[config.mk]
export PLATFORM = sky130hd
export DESIGN_NAME = csel_decoder
export DESIGN_NICKNAME = d
export VERILOG_FILES = /design/src/rtl/csel_pkg.sv /design/src/rtl/csel_regfile.sv /design/src/rtl/csel_chan_match.sv /design/src/rtl/csel_prio.sv /design/src/rtl/csel_strobe.sv /design/src/rtl/csel_decoder.sv
export SDC_FILE = /design/constraint.sdc
export NUM_CORES = 1
export LEC_CHECK = 0
export ABC_AREA = 1
export ABC_CLOCK_PERIOD_IN_PS = 2630
export BUFFER_PORTS_ARGS = -buffer_cell sky130_fd_sc_hd__buf_4
export CORE_ASPECT_RATIO = 0.9
export CORE_MARGIN = 3
export CORE_UTILIZATION = 50
export CTS_CLUSTER_DIAMETER = 150
export DETAILED_ROUTE_END_ITERATION = 16
export GPL_ROUTABILITY_DRIVEN = 0
export HOLD_SLACK_MARGIN = 0.1
export PLACE_DENSITY = 0.66
export SLEW_MARGIN = 10
export SYNTH_ARGS = -nofsm -noshare
export SYNTH_HDL_FRONTEND = slang
export SYNTH_SLANG_ARGS = --single-unit
[constraint.sdc]
create_clock -name clk -period 2.63 [get_ports clk]
set_input_delay 0.1315 -clock clk [delete_from_list [all_inputs] [get_ports clk]]
set_output_delay 0.1315 -clock clk [all_outputs]
set_load 0.01 [all_outputs]
[src/rtl/csel_pkg.sv]
package csel_pkg;

  localparam int REG_W     = 8;
  localparam int CTL_EN    = 3;
  localparam int CTL_IO    = 4;
  localparam int CTL_WS_LO = 5;
  localparam int WS_W      = 3;

  typedef enum logic [1:0] {
    SEL_CTL = 2'd0,
    SEL_LO  = 2'd1,
    SEL_HI  = 2'd2,
    SEL_IOB = 2'd3
  } cfg_sel_e;

  typedef struct packed {
    logic [REG_W-1:0] ctl;
    logic [REG_W-1:0] lo;
    logic [REG_W-1:0] hi;
    logic [REG_W-1:0] iob;
  } chan_regs_t;

endpackage

[src/rtl/csel_regfile.sv]
module csel_regfile
  import csel_pkg::*;
#(
  parameter int NUM_CH = 4,
  localparam int CH_W = (NUM_CH > 1) ? $clog2(NUM_CH) : 1
) (
  input  logic                    clk,
  input  logic                    rst,
  input  logic                    we,
  input  logic [CH_W-1:0]         chan,
  input  logic [1:0]              sel,
  input  logic [REG_W-1:0]        wdata,
  output chan_regs_t [NUM_CH-1:0] regs
);

  for (genvar g = 0; g < NUM_CH; g++) begin : g_chan
    chan_regs_t r_q;

    always_ff @(posedge clk) begin
      if (rst) begin
        r_q <= '0;
      end else if (we && (chan == CH_W'(g))) begin
        unique case (cfg_sel_e'(sel))
          SEL_CTL: r_q.ctl <= wdata;
          SEL_LO:  r_q.lo  <= wdata;
          SEL_HI:  r_q.hi  <= wdata;
          SEL_IOB: r_q.iob <= wdata;
        endcase
      end
    end

    assign regs[g] = r_q;

    AST_RST_CLEARS_CTL: assert property (@(posedge clk)
      rst |=> (r_q == '0));
    AST_WRITE_LANDS: assert property (@(posedge clk) disable iff (rst)
      (we && chan == CH_W'(g) && sel == 2'd0) |=> (r_q.ctl == $past(wdata)));
  end

endmodule

[src/rtl/csel_chan_match.sv]
module csel_chan_match
  import csel_pkg::*;
#(
  parameter int ADDR_W = 24,
  localparam int PG_HI = ADDR_W - 1,
  localparam int PG_LO = ADDR_W - REG_W,
  localparam int IO_HI = PG_LO - 1,
  localparam int IO_LO = PG_LO - REG_W
) (
  input  chan_regs_t        regs,
  input  logic [ADDR_W-1:0] addr,
  input  logic              mem_req,
  input  logic              io_req,
  input  logic              ram_hit,
  input  logic              flash_hit,
  output logic              hit,
  output logic              is_io,
  output logic [WS_W-1:0]   ws
);

  logic             en;
  logic [REG_W-1:0] page;
  logic [REG_W-1:0] blk;
  logic             in_window;
  logic             mem_hit;
  logic             io_hit;
  logic             onchip_claim;

  always_comb begin
    en           = regs.ctl[CTL_EN];
    is_io        = regs.ctl[CTL_IO];
    ws           = regs.ctl[CTL_WS_LO +: WS_W];
    page         = addr[PG_HI:PG_LO];
    blk          = addr[IO_HI:IO_LO];
    in_window    = (page >= regs.lo) && (page <= regs.hi);
    onchip_claim = ram_hit || flash_hit;
    mem_hit      = !is_io && mem_req && in_window && !onchip_claim;
    io_hit       = is_io && io_req && (blk == regs.iob);
    hit          = en && (mem_hit || io_hit);
  end

endmodule

[src/rtl/csel_prio.sv]
module csel_prio
  import csel_pkg::*;
#(
  parameter int NUM_CH = 4,
  localparam int CH_W = (NUM_CH > 1) ? $clog2(NUM_CH) : 1
) (
  input  logic [NUM_CH-1:0]           hit,
  input  logic [NUM_CH-1:0]           is_io,
  input  logic [NUM_CH-1:0][WS_W-1:0] ws,
  output logic                        win_valid,
  output logic [CH_W-1:0]             win_idx,
  output logic                        win_io,
  output logic [WS_W-1:0]             win_ws
);

  always_comb begin
    win_valid = 1'b0;
    win_idx   = '0;
    win_io    = 1'b0;
    win_ws    = '0;
    for (int k = NUM_CH - 1; k >= 0; k--) begin
      if (hit[k]) begin
        win_valid = 1'b1;
        win_idx   = CH_W'(k);
        win_io    = is_io[k];
        win_ws    = ws[k];
      end
    end
  end

endmodule

[src/rtl/csel_strobe.sv]
module csel_strobe
  import csel_pkg::*;
#(
  parameter int NUM_CH = 4,
  localparam int CH_W = (NUM_CH > 1) ? $clog2(NUM_CH) : 1
) (
  input  logic              clk,
  input  logic              rst,
  input  logic              win_valid,
  input  logic [CH_W-1:0]   win_idx,
  input  logic              win_io,
  input  logic [WS_W-1:0]   win_ws,
  input  logic              mem_req,
  input  logic              io_req,
  input  logic              rd,
  input  logic              wr,
  output logic [NUM_CH-1:0] cs_n,
  output logic              mreq_n,
  output logic              rd_n,
  output logic              wr_n,
  output logic              bus_wait
);

  logic [NUM_CH-1:0] cs_q;
  logic              mreq_q;
  logic              rd_q;
  logic              wr_q;
  logic [WS_W-1:0]   cnt_q;
  logic              req_d;
  logic              req_any;
  logic              start;

  assign req_any = mem_req || io_req;
  assign start   = req_any && !req_d;

  always_ff @(posedge clk) begin
    if (rst) begin
      cs_q   <= '1;
      mreq_q <= 1'b1;
      rd_q   <= 1'b1;
      wr_q   <= 1'b1;
      cnt_q  <= '0;
      req_d  <= 1'b0;
    end else begin
      req_d <= req_any;
      if (cnt_q != '0) begin
        cnt_q <= cnt_q - 1'b1;
      end else begin
        cs_q <= '1;
        if (win_valid) cs_q[win_idx] <= 1'b0;
        mreq_q <= !(win_valid && !win_io);
        rd_q   <= !(win_valid && rd);
        wr_q   <= !(win_valid && wr);
        if (win_valid && start) cnt_q <= win_ws;
      end
    end
  end

  assign cs_n     = cs_q;
  assign mreq_n   = mreq_q;
  assign rd_n     = rd_q;
  assign wr_n     = wr_q;
  assign bus_wait = (cnt_q != '0);

  AST_CS_ONEHOT: assert property (@(posedge clk) disable iff (rst)
    $onehot0(~cs_n));
  AST_IDLE_NO_STROBE: assert property (@(posedge clk) disable iff (rst)
    (&cs_n) |-> (mreq_n && rd_n && wr_n));
  AST_MREQ_NEEDS_CS: assert property (@(posedge clk) disable iff (rst)
    !mreq_n |-> !(&cs_n));
  AST_WAIT_FREEZE: assert property (@(posedge clk) disable iff (rst)
    bus_wait |=> ($stable(cs_n) && $stable(mreq_n) && $stable(rd_n) && $stable(wr_n)));
  AST_WAIT_STEP: assert property (@(posedge clk) disable iff (rst)
    bus_wait |=> (cnt_q == $past(cnt_q) - 1'b1));

endmodule

[src/rtl/csel_decoder.sv]
module csel_decoder
  import csel_pkg::*;
#(
  parameter int NUM_CH = 4,
  parameter int ADDR_W = 24,
  localparam int CH_W = (NUM_CH > 1) ? $clog2(NUM_CH) : 1
) (
  input  logic              clk,
  input  logic              rst,
  input  logic              cfg_we,
  input  logic [CH_W-1:0]   cfg_chan,
  input  logic [1:0]        cfg_sel,
  input  logic [REG_W-1:0]  cfg_wdata,
  input  logic [ADDR_W-1:0] addr,
  input  logic              mem_req,
  input  logic              io_req,
  input  logic              rd,
  input  logic              wr,
  input  logic              ram_hit,
  input  logic              flash_hit,
  output logic [NUM_CH-1:0] cs_n,
  output logic              mreq_n,
  output logic              rd_n,
  output logic              wr_n,
  output logic              bus_wait
);

  chan_regs_t [NUM_CH-1:0]     regs;
  logic [NUM_CH-1:0]           hit;
  logic [NUM_CH-1:0]           is_io;
  logic [NUM_CH-1:0][WS_W-1:0] ws;
  logic                        win_valid;
  logic [CH_W-1:0]             win_idx;
  logic                        win_io;
  logic [WS_W-1:0]             win_ws;

  csel_regfile #(.NUM_CH(NUM_CH)) u_regs (
    .clk   (clk),
    .rst   (rst),
    .we    (cfg_we),
    .chan  (cfg_chan),
    .sel   (cfg_sel),
    .wdata (cfg_wdata),
    .regs  (regs)
  );

  for (genvar g = 0; g < NUM_CH; g++) begin : g_match
    csel_chan_match #(.ADDR_W(ADDR_W)) u_match (
      .regs      (regs[g]),
      .addr      (addr),
      .mem_req   (mem_req),
      .io_req    (io_req),
      .ram_hit   (ram_hit),
      .flash_hit (flash_hit),
      .hit       (hit[g]),
      .is_io     (is_io[g]),
      .ws        (ws[g])
    );
  end

  csel_prio #(.NUM_CH(NUM_CH)) u_prio (
    .hit       (hit),
    .is_io     (is_io),
    .ws        (ws),
    .win_valid (win_valid),
    .win_idx   (win_idx),
    .win_io    (win_io),
    .win_ws    (win_ws)
  );

  csel_strobe #(.NUM_CH(NUM_CH)) u_strobe (
    .clk       (clk),
    .rst       (rst),
    .win_valid (win_valid),
    .win_idx   (win_idx),
    .win_io    (win_io),
    .win_ws    (win_ws),
    .mem_req   (mem_req),
    .io_req    (io_req),
    .rd        (rd),
    .wr        (wr),
    .cs_n      (cs_n),
    .mreq_n    (mreq_n),
    .rd_n      (rd_n),
    .wr_n      (wr_n),
    .bus_wait  (bus_wait)
  );

  AST_IO_NO_MREQ: assert property (@(posedge clk) disable iff (rst)
    (!bus_wait && win_valid && win_io) |=> mreq_n);
  AST_ONCHIP_BLOCKS_MEM: assert property (@(posedge clk) disable iff (rst)
    (!bus_wait && (ram_hit || flash_hit) && !io_req) |=> (&cs_n));

endmodule

# After elaboration in Yosys (flattened, before gate mapping)
# Cells that the tools add are included.
# totals
elab_cells,139
reg_bits,139
input_bits,45
output_inout_bits,8
# classes
n_eq_ne,10
reduce_logical,74
magnitude_cmp,10
n_bitwise,1
n_mux,21
add_sub_neg,1
# ops
operator,n
$logic_and 1x1->1,38
$eq 8x8->1,4
$ge 8x8->1,4
$le 8x8->1,4
$reduce_and 2->1,16
$mux 3,6
$logic_not 1->1,10
$mux 1,9
$eq 2x2->1 const B,4
$mux 2,4
$logic_or 1x1->1,6
$eq 2x1->1 const B,2
$logic_not 2->1,2
$mux 4,1
$not 4->4,1
$lt 2x3->1 const B,1
$reduce_bool 3->1,1
$sub 3x1->3 const B,1
$demux 1 s2,1
$ge 2x1->1 const B,1
$reduce_bool 2->1,1

# Depth between registers and ports, before layout
# depth
word_depth,16
mapped_depth,20
mapped_depth_nobuf,20

# By module
# From an unflattened synthesis, not the netlist that was laid out.
# unflattened
cells_unflattened,1313
area_unflattened_um2,8424.3
# modules_own_cells
mod,cells_each,area_each_um2,seq_area_each_um2,n_inst
csel_regfile,766,5273.8,2562.5,1
csel_chan_match,106,606.8,0.0,4
csel_strobe,82,549.3,220.2,1
csel_prio,41,173.9,0.0,1

# Worst setup path after synthesis
# OpenSTA, ideal clock, no wires.
# synth_path
kind,reg-to-reg
startpoint,register u_regs.g_chan[3].r_q (netlist bit u_regs.regs[111])
endpoint,register u_strobe.cnt_q[1]
t_required_ns,2.519
synth_period_minus_slack_ns,1.702
slack_ns,0.928
arrival_ns,1.590
setup_ns,0.111
path_stages_with_launch,16
path_buffers,0
cell_sequence,dfxtp_1 > inv_1 > ha_1 > a21o_1 > nor2_1 > nand2_1 > nand2_1 > nand3_4 > nand2_2 > nand2_2 > nand4_4 > nand2_4 > nand2_4 > inv_2 > nor2_1 > nor2_1
# synth_via
elab_chain_len,12
word_cells_on_any_way,18
classes_between,order compare: 1; mux: 10; reduce/logical: 7
# synth_rtl
element,line_no,source
"start, declared",csel_regfile.sv:17,chan_regs_t r_q;
$le 8x8->1 *,csel_chan_match.sv:35,in_window = (page >= regs.lo) && (page <= regs.hi);
$logic_and 1x1->1 *,csel_chan_match.sv:35,
$logic_and 1x1->1 * (2 in a row),csel_chan_match.sv:37,mem_hit = !is_io && mem_req && in_window && !onchip_claim;
$logic_or 1x1->1 *,csel_chan_match.sv:39,hit = en && (mem_hit || io_hit);
$logic_and 1x1->1 *,csel_chan_match.sv:39,
$mux 3 or $mux 1 (tied branches) (4 in a row),csel_prio.sv:22,if (hit[k]) begin
$mux 3 or $logic_and 1x1->1 (tied branches),csel_strobe.sv:54,if (win_valid && start) cnt_q <= win_ws;
$mux 3 or $reduce_bool 2->1 (tied branches),n/a,
"end signal, assigned",csel_strobe.sv:47,cnt_q <= cnt_q - 1'b1;
"end signal, assigned",csel_strobe.sv:54,
"end, declared",csel_strobe.sv:28,logic [WS_W-1:0] cnt_q;
# Mark *: on every way between the ends. The rest lies on a longest branch, timed or not. The select of a mux whose other input is x is not followed.
# A chain may end at the register's enable or synchronous reset.

# Worst setup path after layout
# layout_path
startpoint,register u_regs.g_chan[0].r_q (netlist bit u_regs.regs[15])
endpoint,register u_strobe.wr_q (netlist: u_strobe.wr_n)
# layout_via
elab_chain_len,9
# layout_rtl
element,line_no,source
"start, declared",csel_regfile.sv:17,
$le 8x8->1,csel_chan_match.sv:35,
$logic_and 1x1->1,csel_chan_match.sv:35,
$logic_and 1x1->1 (2 in a row),csel_chan_match.sv:37,
$logic_or 1x1->1,csel_chan_match.sv:39,
$logic_and 1x1->1,csel_chan_match.sv:39,
$mux 1,csel_prio.sv:22,
$logic_and 1x1->1,csel_strobe.sv:53,wr_q <= !(win_valid && wr);
$logic_not 1->1,csel_strobe.sv:53,
"end signal, assigned",csel_strobe.sv:53,
"end, declared",csel_strobe.sv:27,logic wr_q;
# Every way passes these cells.

==> metrics.md <==
| Metric | Value |
|---|---|
| Worst Max-Slew Pin Slew | 757 ps |
| CTS tree | yes |
| Most frequent cell after synthesis | inv_1 |
| Seq/Total Area, Yosys | 36.3% |
| Final Cell Area | 8110 um^2 |
| # diodes | 0 |
| P_leak | approximately 3.6 nW |
| Core ar. | 13500 um^2 |
| Reg2Reg Depth | 14 |
| Reg-to-reg endpoint | u_strobe.wr_n |
| Synth top cells by count | inv_1, nor2_1, nand2_1, dfxtp_1, o21ai_0 |
| Pwr Total | roughly 4.8 mW |
| Port Buf Inserts | 44 |
| Reg2reg setup slack | 300 ps |
| WL final | 17.7 mm |
| Peak Freq | between 400 and 500 MHz |
| Final Util | between 50% and 60% |
| # rows | 40 |
| Syn-to-layout area delta | 15.6% |
| Yosys top cell area share | 36.3% |
| Synth cell types | 40 |
| Starting density of the core | 51.9% |
| Vias | approximately 6200 |
| Fill count | 1292 |
| Setup crit end kind | register |
| CTS max path bufs | 2 |
| Vias in the first global route | between 5000 and 6000 |
| Largest net degree at the start of global routing | 47 |
| Post-CTS Resized | 0 |
| # Post-CTS Setup Buffers | 0 |
| Max transition margin | between 40% and 50% |
| Unrepaired setup endpoints after global routing | no |
| Post-synth EDFFs | 0 |
| Status | complete, no violations |
| Die ar. | 15500 um^2 |
| Dpl cell area | 7450 um^2 |
| Critical Path Start | u_regs.regs[15] |
| GR Util met1 | a little over a third |
| Antenna violations before repair | 0 |
| Worst Skew | 7.47 ps |
| Crit path to | u_strobe.wr_n |
| Fin crit period | around 2300 ps |
| Most Crowded Layer GR | met2 |
| Cells after Synth | 978 |
| Clock Tree Root | clkbuf_16 |
| Max Slew Vio Count | 0 |
| Worst vdd ir | 0.000455 V |
| Main synth FF type | dfxtp_1 |
| Fin cells | 1203 |
| Final setup fails | 0 |
| GRT overflow | 0 |
| Largest area contributor in the netlist | dfxtp_1 |
| Final Hold Viols | 0 |
| Max-cap violations | 0 |
| Routed WL per cell | 14.7 um |
| Mapped Area | 7010 um^2 |
| # IOs | 53 |
| Worst EP arrival | between 2000 and 3000 ps |
| Placed cell count | 1160 |
| Startpoint Class | register |
| Initial DRC Count | approximately 420 |
| CTS Sinks | 127 |
| Fin crit share | 88.6% |
| Gr usage total | 23.9% |
| Crit path kind | register to register |
| Vias per cell | 5.13 |
| Met3 GRT Util | 5.29% |
| Worst Hold Class | primary input to register |
| Htree depth | 4 |
| Die H | between 100 and 150 um |
| Clk pin slew, worst setup/hold paths | 50 ps |
| Inserted Clock Buffers | 17 |
| Post-synthesis async set-or-reset flop share | 0% |
| Initial DRT Pass Iterations | 6 |
| Clk_lat worst skew | around 410 ps |
| DR DRC count | 0 |
| Seq cells post-synth | around 130 |
| Synth Net Count | 1089 |
| Synth Area per Inst | 7.17 um^2 |
| Area contributors post-synth | dfxtp_1, ha_1, o21ai_0 |
| Share of post-route cells with drive strength above 1 | 11.5% |
| Routed Antenna Nets | 0 |
| Cell Pwr Density | roughly 590 nW/um^2 |
| Post-DP HPWL | 12.0 mm |
| Reg-to-Reg Start | u_regs.regs[15] |
| Worst EP required | 2930 ps |
| Fin nets | 1134 |
| Routing usage on met2 | 35.8% |
| First-pass GRT wire length | 29.0 mm |
| Synth warnings | 0 |
| Setup TNS | 0 ps |
| Worst-path maximum fanout | 7 |
| Die W | 131 um |
==> worst min path at each step <==
stage | start | end | slack (ps) | depth (start not counted)
floorplan | mem_req | u_strobe.req_d | 280 | 2
global placement | rd | u_strobe.rd_n | 390 | 4
detailed placement | rd | u_strobe.rd_n | 390 | 4
CTS | cfg_wdata[1] | u_regs.regs[65] | 100 | 3
global route | cfg_wdata[1] | u_regs.regs[65] | 110 | 3
finish | cfg_wdata[1] | u_regs.regs[65] | 120 | 3
==> flip-flops by register name, summed over array words and instances, names as in the netlist <==
signal	cells
u_strobe.cnt_q	3
u_regs.regs	116
u_strobe.rd_n	1
u_strobe.req_d	1
u_strobe.mreq_n	1
u_strobe.wr_n	1
u_strobe.cs_n	4
==> cells in the final DEF, fill, tap and decap left out, drive strengths merged, types with 5 or more instances in the layout <==
cell type / Yosys / layout
inv: 154 / 154
nand2: 144 / 144
nor2: 136 / 136
o21ai: 129 / 129
dfxtp: 127 / 127
a21oi: 112 / 112
ha: 66 / 66
buf: 5 / 48
clkbuf: 29 / 25
nand3: 22 / 22
dlygate4sd3: 0 / 12
xnor2: 10 / 10
nand4: 8 / 8
nor3: 8 / 8
o21bai: 5 / 5
clkinv: 0 / 5
==> metrics by stage <==
step | setup slack (ps) | hold slack [ps]
after CTS | 284 | 101
after global placement | 508 | 385
after detailed placement | 526 | 389
after floorplan | 928 | 277
after global routing | 17.8 | 107
final | 300 | 119
==> cell families (layout without fill, tap and decap cells) <==
| family | count (synthesis) | after routing | synth area share [%] |
|---|---|---|---|
| AO/OA/AOI/OAI | 261 | 261 | 19.6 |
| XOR/XNOR | 12 | 12 | 1.61 |
| adder cells (fa/ha/maj) | 66 | 66 | 11.8 |
| buffers and inverters | 188 | 245 | 10.3 |
| flip-flops | 127 | 127 | 36.3 |
| AND/OR/NAND/NOR | 324 | 324 | 20.4 |
==> routing by layer <==
metal	vias to the layer above	routed length, um
li1	3247	-
met2	146	7880
met4	0	166
met1	2767	8770
met3	14	885
met5	-	0
==> cell type report <==
class | instances | area, um^2 | area share (%)
multi-input combinational | 663 | 3740 | 46.2
sequential | 127 | 2540 | 31.4
inverter | 154 | 578 | 7.13
clock buffer | 25 | 505 | 6.24
timing repair buffer | 60 | 493 | 6.08
tap | 168 | 210 | 2.59
clock inverter | 6 | 32.5 | 0.401
==> critical path: stages (launching register included) <==
cell	delay (ps)
dfxtp_1	300
inv_1	50
ha_1	280
a21o_1	190
nor2_1	100
nand2_1	60
nand2_1	80
nand3_1	110
nand2_2	100
nand2_4	90
nand4_4	140
nand2_1	60
nand2_1	60
nand2_1	40
dlygate4sd3_1	540
==> where the power goes <==
group          leakage (nW)  switching, mW  internal [mW]
clock network         0.269          0.814           1.31
registers              1.03         0.0239           1.98
logic                  2.28          0.385          0.244
==> repair_timing <==
item                                    in CTS  in global routing
hold buffers                                12                  0
endpoints found under the setup margin       0                  1
hold endpoints to repair                    18                  0
Power figures use the tool's default switching activity.
